===== config.mk =====
export PLATFORM = sky130hd
export DESIGN_NAME = seg_path_search
export DESIGN_NICKNAME = d
export VERILOG_FILES = /design/src/rtl/seg_path_pkg.sv /design/src/rtl/seg_lik_eval.sv /design/src/rtl/seg_node_store.sv /design/src/rtl/seg_edge_ram.sv /design/src/rtl/seg_path_search.sv
export SDC_FILE = /design/constraint.sdc
export NUM_CORES = 2
export LEC_CHECK = 0
export CAP_MARGIN = 25
export CORE_ASPECT_RATIO = 0.9
export CORE_MARGIN = 2
export CORE_UTILIZATION = 49
export CTS_CLUSTER_SIZE = 10
export DETAILED_ROUTE_END_ITERATION = 10
export PLACE_DENSITY = 0.62
export SLEW_MARGIN = 20
export SYNTH_ARGS = -nofsm -noshare
export SYNTH_HDL_FRONTEND = slang
export SYNTH_HIERARCHICAL = 1
export SYNTH_SLANG_ARGS = --single-unit

===== constraint.sdc =====
create_clock -name clk -period 21.5 [get_ports clk]
set_input_delay 3.225 -clock clk [delete_from_list [all_inputs] [get_ports clk]]
set_output_delay 3.225 -clock clk [all_outputs]
set_load 0.01 [all_outputs]

===== src/rtl/seg_path_pkg.sv =====
package seg_path_pkg;
  localparam int FXW = 16;
  localparam logic [FXW-1:0] FX_ONE = '1;

  typedef enum logic [2:0] {
    ST_IDLE,
    ST_SCAN,
    ST_LAST,
    ST_BT_RD,
    ST_BT_OUT
  } seg_state_e;

  // unsigned all-fraction product, keep the upper half
  function automatic logic [FXW-1:0] fx_mul(input logic [FXW-1:0] a, input logic [FXW-1:0] b);
    logic [2*FXW-1:0] p;
    p = a * b;
    return p[2*FXW-1:FXW];
  endfunction
endpackage


===== src/rtl/seg_lik_eval.sv =====
module seg_lik_eval
  import seg_path_pkg::*;
#(
  parameter int K  = 3,
  parameter int MW = 2
) (
  input  logic [K-1:0][FXW-1:0] part_i,
  input  logic [K-1:0][FXW-1:0] prob_i,
  input  logic [FXW-1:0]        path_i,
  output logic [K-1:0][FXW-1:0] upd_o,
  output logic [FXW-1:0]        cost_o,
  output logic [MW-1:0]         mode_o
);
  logic [FXW-1:0] best_l;

  for (genvar g = 0; g < K; g++) begin : g_mul
    assign upd_o[g] = fx_mul(part_i[g], prob_i[g]);
  end

  always_comb begin
    best_l = upd_o[0];
    mode_o = '0;
    for (int k = 1; k < K; k++) begin
      if (upd_o[k] > best_l) begin
        best_l = upd_o[k];
        mode_o = MW'(k);
      end
    end
    cost_o = fx_mul(path_i, best_l);
  end
endmodule


===== src/rtl/seg_node_store.sv =====
module seg_node_store #(
  parameter int DEPTH = 4,
  parameter int W     = 8,
  localparam int IW   = $clog2(DEPTH),
  localparam int CW   = IW + 1
) (
  input  logic          clk,
  input  logic          rst,
  input  logic          clr,
  input  logic          push,
  input  logic [W-1:0]  push_d,
  input  logic          pop,
  input  logic          upd,
  input  logic [IW-1:0] upd_off,
  input  logic [W-1:0]  upd_d,
  input  logic [IW-1:0] rd_off,
  output logic [W-1:0]  rd_d,
  output logic [CW-1:0] cnt,
  output logic          ovf
);
  logic [W-1:0]  mem [DEPTH];
  logic [IW-1:0] head;

  assign rd_d = mem[head + rd_off];

  always_ff @(posedge clk) begin
    if (push)
      mem[head + cnt[IW-1:0]] <= push_d;
    else if (upd)
      mem[head + upd_off] <= upd_d;
  end

  always_ff @(posedge clk) begin
    if (rst) begin
      head <= '0;
      cnt  <= '0;
      ovf  <= 1'b0;
    end else if (clr) begin
      head <= '0;
      cnt  <= '0;
    end else if (push) begin
      if (cnt == CW'(DEPTH)) begin
        head <= head + IW'(1);
        ovf  <= 1'b1;
      end else begin
        cnt <= cnt + CW'(1);
      end
    end else if (pop && cnt != '0) begin
      head <= head + IW'(1);
      cnt  <= cnt - CW'(1);
    end
  end
endmodule


===== src/rtl/seg_edge_ram.sv =====
module seg_edge_ram #(
  parameter int DEPTH = 16,
  parameter int W     = 8,
  localparam int AW   = $clog2(DEPTH)
) (
  input  logic          clk,
  input  logic          we,
  input  logic [AW-1:0] waddr,
  input  logic [W-1:0]  wdata,
  input  logic [AW-1:0] raddr,
  output logic [W-1:0]  rdata
);
  logic [W-1:0] mem [DEPTH];

  always_ff @(posedge clk) begin
    if (we) mem[waddr] <= wdata;
    rdata <= mem[raddr];
  end
endmodule


===== src/rtl/seg_path_search.sv =====
module seg_path_search
  import seg_path_pkg::*;
#(
  parameter int K          = 3,
  parameter int DW         = 8,
  parameter int TMAX       = 20,
  parameter int NODE_DEPTH = 4,
  parameter int EDGE_DEPTH = 16,
  localparam int MW        = (K > 1) ? $clog2(K) : 1,
  localparam int SW        = $clog2(EDGE_DEPTH)
) (
  input  logic           clk,
  input  logic           rst,
  input  logic           seg_valid,
  input  logic [DW-1:0]  seg_dur,
  input  logic [K*16-1:0] seg_prob,
  input  logic           flush,
  output logic           busy,
  output logic           ovf,
  output logic           bt_valid,
  output logic [MW-1:0]  bt_mode,
  output logic [SW-1:0]  bt_start,
  output logic           bt_done
);
  localparam int AW = DW + 1;
  localparam int IW = $clog2(NODE_DEPTH);
  localparam int CW = IW + 1;
  localparam int NW = AW + K*FXW + FXW + SW;
  localparam int EW = MW + SW;

  typedef struct packed {
    logic [AW-1:0]         acc;
    logic [K-1:0][FXW-1:0] part;
    logic [FXW-1:0]        path;
    logic [SW-1:0]         seg;
  } node_t;

  typedef struct packed {
    logic [MW-1:0] mode;
    logic [SW-1:0] src;
  } edge_t;

  seg_state_e            state;
  logic [DW-1:0]         cur_d, pend_d;
  logic [K-1:0][FXW-1:0] cur_p, pend_p;
  logic                  pend_v, flush_q, any_seg, have;
  logic [CW-1:0]         k_off;
  logic [FXW-1:0]        best_cost, last_best;
  logic [MW-1:0]         best_mode;
  logic [SW-1:0]         best_src, seg_n, bt_cur;

  logic [NW-1:0]         f_rd;
  node_t                 rd_n, upd_n, push_n;
  logic [CW-1:0]         node_cnt;
  logic                  f_pop, f_upd, f_push, f_clr, scan_done, too_long, take;
  logic [AW:0]           sum;
  logic [K-1:0][FXW-1:0] ev_part, ev_upd;
  logic [FXW-1:0]        ev_path, ev_cost;
  logic [MW-1:0]         ev_mode;
  logic [EW-1:0]         e_rd;
  edge_t                 er, ew;

  assign rd_n = node_t'(f_rd);
  assign er   = edge_t'(e_rd);
  assign busy = (state != ST_IDLE);

  seg_lik_eval #(.K(K), .MW(MW)) eval_i (
    .part_i(ev_part), .prob_i(cur_p), .path_i(ev_path),
    .upd_o(ev_upd), .cost_o(ev_cost), .mode_o(ev_mode)
  );

  always_comb begin
    sum       = {1'b0, rd_n.acc} + (AW+1)'(cur_d);
    too_long  = sum > (AW+1)'(TMAX);
    scan_done = (k_off == node_cnt);
    ev_part   = (state == ST_LAST) ? {K{FX_ONE}} : rd_n.part;
    ev_path   = (state == ST_LAST) ? last_best : rd_n.path;
    take      = !have || (ev_cost > best_cost);
    f_pop  = 1'b0;
    f_upd  = 1'b0;
    f_push = (state == ST_LAST);
    f_clr  = (state == ST_BT_OUT) && (er.src == '0);
    // durations only grow toward the oldest node, so an expired node is always the head
    if (state == ST_SCAN && !scan_done) begin
      if (too_long) f_pop = 1'b1;
      else          f_upd = 1'b1;
    end
    upd_n  = '{acc: sum[AW-1:0], part: ev_upd, path: rd_n.path, seg: rd_n.seg};
    push_n = '{acc: AW'(cur_d), part: ev_upd, path: last_best, seg: seg_n};
    ew     = '{mode: take ? ev_mode : best_mode, src: take ? seg_n : best_src};
  end

  seg_node_store #(.DEPTH(NODE_DEPTH), .W(NW)) nodes_i (
    .clk(clk), .rst(rst), .clr(f_clr),
    .push(f_push), .push_d(NW'(push_n)),
    .pop(f_pop), .upd(f_upd), .upd_off(k_off[IW-1:0]), .upd_d(NW'(upd_n)),
    .rd_off(k_off[IW-1:0]), .rd_d(f_rd), .cnt(node_cnt), .ovf(ovf)
  );

  seg_edge_ram #(.DEPTH(EDGE_DEPTH), .W(EW)) edges_i (
    .clk(clk), .we(state == ST_LAST), .waddr(seg_n), .wdata(EW'(ew)),
    .raddr(bt_cur), .rdata(e_rd)
  );

  always_ff @(posedge clk) begin
    if (rst) begin
      state     <= ST_IDLE;
      pend_v    <= 1'b0;
      flush_q   <= 1'b0;
      any_seg   <= 1'b0;
      have      <= 1'b0;
      k_off     <= '0;
      seg_n     <= '0;
      bt_cur    <= '0;
      last_best <= FX_ONE;
      best_cost <= '0;
      best_mode <= '0;
      best_src  <= '0;
      cur_d     <= '0;
      cur_p     <= '0;
      pend_d    <= '0;
      pend_p    <= '0;
      bt_valid  <= 1'b0;
      bt_done   <= 1'b0;
      bt_mode   <= '0;
      bt_start  <= '0;
    end else begin
      bt_valid <= 1'b0;
      bt_done  <= 1'b0;
      if (state != ST_IDLE && seg_valid && !pend_v) begin
        pend_v <= 1'b1;
        pend_d <= seg_dur;
        pend_p <= seg_prob;
      end
      case (state)
        ST_IDLE: begin
          if (pend_v || seg_valid) begin
            cur_d <= pend_v ? pend_d : seg_dur;
            cur_p <= pend_v ? pend_p : seg_prob;
            if (pend_v) begin
              pend_v <= seg_valid;
              pend_d <= seg_dur;
              pend_p <= seg_prob;
            end
            k_off <= '0;
            have  <= 1'b0;
            state <= ST_SCAN;
          end else if (flush_q) begin
            flush_q <= 1'b0;
            if (any_seg) begin
              bt_cur <= seg_n - SW'(1);
              state  <= ST_BT_RD;
            end else begin
              bt_done <= 1'b1;
            end
          end
        end
        ST_SCAN: begin
          if (scan_done) begin
            state <= ST_LAST;
          end else if (!too_long) begin
            k_off <= k_off + CW'(1);
            if (take) begin
              have      <= 1'b1;
              best_cost <= ev_cost;
              best_mode <= ev_mode;
              best_src  <= rd_n.seg;
            end
          end
        end
        ST_LAST: begin
          last_best <= take ? ev_cost : best_cost;
          seg_n     <= seg_n + SW'(1);
          any_seg   <= 1'b1;
          state     <= ST_IDLE;
        end
        ST_BT_RD: state <= ST_BT_OUT;
        ST_BT_OUT: begin
          bt_valid <= 1'b1;
          bt_mode  <= er.mode;
          bt_start <= er.src;
          if (er.src == '0) begin
            bt_done   <= 1'b1;
            seg_n     <= '0;
            any_seg   <= 1'b0;
            last_best <= FX_ONE;
            state     <= ST_IDLE;
          end else begin
            bt_cur <= er.src - SW'(1);
            state  <= ST_BT_RD;
          end
        end
        default: state <= ST_IDLE;
      endcase
      if (flush) flush_q <= 1'b1;
    end
  end
endmodule


Word-level counts from Yosys, hierarchy flattened
Memories as Yosys holds them, arrays and structs flattened. A register that Yosys moved wholly into a read port is not among the register bits.
Cells that the tools add are included.

storage, ports and cells
  memories = 2
  bits in writable memories = 404
  register bits = 182
  output and inout bits = 10
  logic and storage cells = 180

memory list
  memory       depth  bits a word  read ports  clocked after Yosys merged registers in  wr ports  RTL line              RTL
  nodes_i.mem  4      77           1           0                                        1         seg_node_store.sv:21  logic [W-1:0] mem [DEPTH];
  edges_i.mem  16     6            1           1                                        1         seg_edge_ram.sv:13    logic [W-1:0] mem [DEPTH];

operators by class
  bitwise gates (word level) = 3
  reductions and logical operators = 33
  add/subtract/negate cells = 10
  $lt $le $gt $ge = 4
  eq/ne operators = 21
  mux-type cells = 76
  $mul = 4

operator list
  cell                                                            number
  2-to-1 mux 48 bit                                               6
  multiplier 16 x 16 -> 32 bit                                    4
  2-to-1 mux 16 bit                                               5
  2-to-1 mux 77 bit                                               1
  OR reduction 77 bit                                             1
  greater-than comparator 16 bit                                  3
  2-to-1 mux 8 bit                                                5
  case mux 16 bit (2 select lines)                                1
  2-to-1 mux 3 bit                                                10
  2-to-1 mux 1 bit                                                28
  2-to-1 mux 4 bit                                                6
  inequality test 2 bit, second input constant                    12
  case mux 4 bit (2 select lines)                                 2
  2-to-1 mux 2 bit                                                7
  case mux 3 bit (4 select lines)                                 1
  adder 9 x 8 -> 10 bit                                           1
  greater-than comparator 10 x 5 -> 1 bit, second input constant  1
  AND reduction 2 bit                                             5
  AND reduction 5 bit                                             2
  nonzero test 2 bit                                              5
  AND reduction 3 bit                                             3
  AND reduction 4 bit                                             2
  subtractor 4 x 1 -> 4 bit, second input constant                2
  adder 3 x 1 -> 3 bit, second input constant                     2
  20 further kinds                                                36

Depth between registers and ports, before layout
An unclocked memory read counts as a cell.

  depth in word-level cells = 15
  mapped depth = 96
  gate-level depth less buffers = 87

Cells and area by module
The synthesis kept the hierarchy.

by module, submodules not included
  module           area an instance (um^2)  instances  cells an instance  seq. area each (um^2)
  seg_lik_eval     33160.6                  1          3800               0.0
  seg_node_store   12472.0                  1          536                9369.0
  seg_path_search  8693.3                   1          1041               3523.4
  seg_edge_ram     3895.0                   1          178                3002.9

Least setup slack after synthesis
Ideal clock, no wire load.

  path kind = reg-to-reg
  start point = register k_off[0]
  end point = memory edges_i/mem[0][2] (netlist name) (data pin)
  buffers on the path = 9
  period minus slack after synthesis = 19.106 ns
  arrival = 18.820 ns
  setup time = 0.285 ns
  path slack = 2.394 ns
  required time = 21.215 ns
  cell stages (with the launch flop) = 79
  path through = dfxtp_1 > ha_1 > buf_2 > buf_4 > buf_2 > mux4_1 > nand2b_1 > clkbuf_1 > nand2_1 > fa_1 > fa_1 > fa_1 > inv_1 > fa_1 > fa_1 > inv_1 > fa_1 > inv_1 > [43 not listed] > inv_1 > ha_1 > a21o_1 > a21oi_1 > o21ai_0 > or4_1 > and3b_1 > a21oi_4 > a211oi_2 > or4b_1 > nand4_1 > ha_1 > and4_1 > a221o_1 > a2111oi_2 > o21ai_1 > buf_2 > mux2_2

RTL lines
  element                   RTL line                RTL
  start: declaration        seg_path_search.sv:47   logic [CW-1:0] k_off;
  start signal: assignment  seg_path_search.sv:162  k_off <= k_off + CW'(1);
  end: declaration          seg_edge_ram.sv:13

==> metrics.log <==
[metrics] count of distinct cell types in the synthesized netlist: 97
[metrics] area leader, netlist: fa_1
[metrics] number of max-slew violations in the final report: 0
[metrics] delay contributed by the slowest stage of the critical path: 0.52 ns
[metrics] cell types with the highest counts after synthesis: 957 x inv_1, 813 x nand2_1, 774 x fa_1
[metrics] synthesized netlist net count: 6851
[metrics] total CTS buffers: 71
[metrics] layout cells sized above 1: 8.16%
[metrics] hold-fix buffer count after cts: 0
[metrics] share of the cycle needed by the critical path after routing: 94.4%
[metrics] final sum of negative setup slack: 0 ns
[metrics] netlist area before placement: 58200 um^2
[metrics] number of global-route vias before repair: 40853
[metrics] synthesis-to-finish area growth: 8.60%
[metrics] final setup vio count: 0
[metrics] Total Die Area: 122000 um^2
[metrics] fraction of synthesized cell area taken by the top area cell type: 26.6%
[metrics] Post-synth ARST share: 0%
[metrics] Worst Path Arrival: 20.78 ns
[metrics] H-tree levels: 3
[metrics] FF-to-FF setup slack: 1.20 ns
[metrics] placeable core region: 117000 um^2
[metrics] Mapped Cells: 5555
[metrics] critical path data required time: 21.98 ns
[metrics] type of destination of the critical path: flop
[metrics] cell at the root of the clock tree: clkbuf_16
[metrics] Setup Slack @ Placement: 0.916 ns
[metrics] max capacitance violation total: 0
[metrics] clock buffer depth: 3
[metrics] mean instance size in the synthesized netlist: 10.5 um^2
[metrics] GRT overflow: 0
[metrics] most used flip-flop cell after synthesis: edfxtp_1
[metrics] clock insertion delay at the later pin of the skew report: 0.69 ns
[metrics] most used cell, CP: fa_1
[metrics] cell type of the slowest stage on the worst timing path: fa_1
[metrics] wire length after detailed routing: 146000 um
[metrics] share of synthesized area occupied by flip-flops and latches: 27.3%
[metrics] fin crit period: 20.30 ns
[metrics] y dimension of the die: 331 um
[metrics] post-detail-place hpwl: 108000 um
[metrics] Row Count: 119
[metrics] initial core utilization: 49.6%
[metrics] detailed-router iteration count before antenna repair: 5
[metrics] gp weighted congestion: 0.893
[metrics] number of antenna violations at the first check in global routing: 8
[metrics] RSZ-0062 raised after global routing: false
[metrics] headroom to the max-slew limit: 30.0%
[metrics] worst hold-check path type: reg2reg
[metrics] TritonCTS clock tree: built
[metrics] I/O pin count: 70
[metrics] antenna viol nets, final: 0
[metrics] global-route wire length before repair: 234000 um
[metrics] Final Skew: 0.0594 ns
[metrics] result of the run: finished clean
[metrics] count of buffers from port buffering: 69
[metrics] wire length per cell after detailed routing: 20.2 um
[metrics] EDFF count, synth: 404
[metrics] Crit Path Max Fanout: 17
[metrics] most common cell in the netlist: inv_1
[metrics] iteration-0 DRC count of the detailed router: 2665
[metrics] transition time of the tightest slew-check pin: 1.05 ns
[metrics] largest net degree at the start of global routing: 94
[metrics] fmax: 49.3 MHz
[metrics] total global-route track usage: 24.8%
[metrics] die outline width: 367 um
[metrics] drt via density: 5.40
[metrics] final hold violation count: 0
[metrics] startpoint-to-endpoint class of the critical path: reg2reg
[metrics] number of clock sinks seen by CTS: 592
[metrics] dominant cells by area after synthesis: fa_1 27%, edfxtp_1 21%, ha_1 9.9%
[metrics] flip-flop and latch count after synthesis: 592
[metrics] setup ws final: 1.20 ns
[metrics] DRC violation count after routing: 0
[metrics] synthesis warning total: 6
[metrics] DR vias: 38972
[metrics] Layout Nets: 6886
[metrics] nature of the critical path startpoint: flop
[metrics] clock-pin transition on the worst setup and hold timing paths: 0.06 ns
-- registers in the layout, indices dropped and copies added, names as in the netlist, 6 cells and up --
register / cells
best_cost: 16
cur_d: 8
cur_p: 48
edges_i/mem: 96
edges_i/rdata: 6
last_best: 16
nodes_i/mem: 308
pend_d: 8
pend_p: 48
-- cell type report --
type | instances | area [um^2]
antenna | 6 | 15.0
clock buffer | 109 | 1940
clock inverter | 12 | 233
fill | 10243 | 54200
inverter | 957 | 3590
multi-input combinational | 3767 | 37800
sequential | 592 | 15900
tap | 1573 | 1970
timing repair buffer | 201 | 1770
-- cell families (layout without fill, tap and decap cells) --
kind of cell,Yosys count,in the layout,synth area share [%]
AO/OA/AOI/OAI,435,435,5.06
multiplexers,302,302,7.66
other,1,7,0.00644
XOR/XNOR,81,81,1.23
adder cells (fa/ha/maj),1238,1238,36.6
flip-flops,592,592,27.3
buffers and inverters,1196,1279,7.99
AND/OR/NAND/NOR,1710,1710,14.2
-- cells in the final DEF, fill, tap and decap left out, types with 52 or more instances in the layout --
cell,instances
nand2b_1,96
ha_1,461
nor2_1,179
xnor2_1,52
a21oi_1,173
mux4_2,86
edfxtp_1,404
and2_1,443
nand2_1,811
buf_4,125
inv_1,957
clkbuf_16,71
mux2_2,84
mux2i_1,114
dfxtp_1,187
a211oi_1,68
clkdlybuf4s50_1,68
fa_1,774
-- final timing paths --
kind                  start           end  cells after the start
setup / recovery   k_off[0]  last_best[2]                     76
hold reg to reg   pend_p[5]     pend_p[5]                      2
hold / removal    pend_p[5]     pend_p[5]                      2
setup reg to reg   k_off[0]  last_best[2]                     76
-- stage by stage --
stage | cells | hold slack [ns] | util (%) | instance area, um^2
CTS | 7201 | 0.452 | 53.7 | 63000
global placement | 7079 | 0.437 | 51.8 | 60900
global route | 7213 | 0.466 | 53.8 | 63200
finish | 7217 | 0.448 | 53.8 | 63200
detailed placement | 7080 | 0.443 | 51.8 | 60900
floorplan | 5555 | 0.417 | - | 58200
-- critical path: cells and delay by family, from the launching register on --
family                     cells  cell delay [ns]
adders and majority gates     18             7.69
AOI/OAI and AO/OA             27             5.48
and+or+nand+nor               11             2.77
buffers and inverters         14             2.16
muxes                          3             0.83
xor gates and xnor gates       3             0.61
DFF                            1             0.47
-- layer usage --
| layer | part of all wire, % | GRT usage, % |
|---|---|---|
| met3 | 7.1 | 5.18 |
| met4 | 2.1 | 5.60 |
| met2 | 45 | 39.5 |
| met1 | 45 | 35.1 |
| met5 | 0.065 | 0.538 |
-- timing repair --
action / CTS / global route
buffers inserted: 0 / 7
gates resized for setup: 0 / 18
setup endpoints to repair: 0 / 134
hold endpoints to repair: 0 / 0
Power is not shown: default switching activity piles up to over one toggle a cycle in this logic, so the estimate is an artifact.
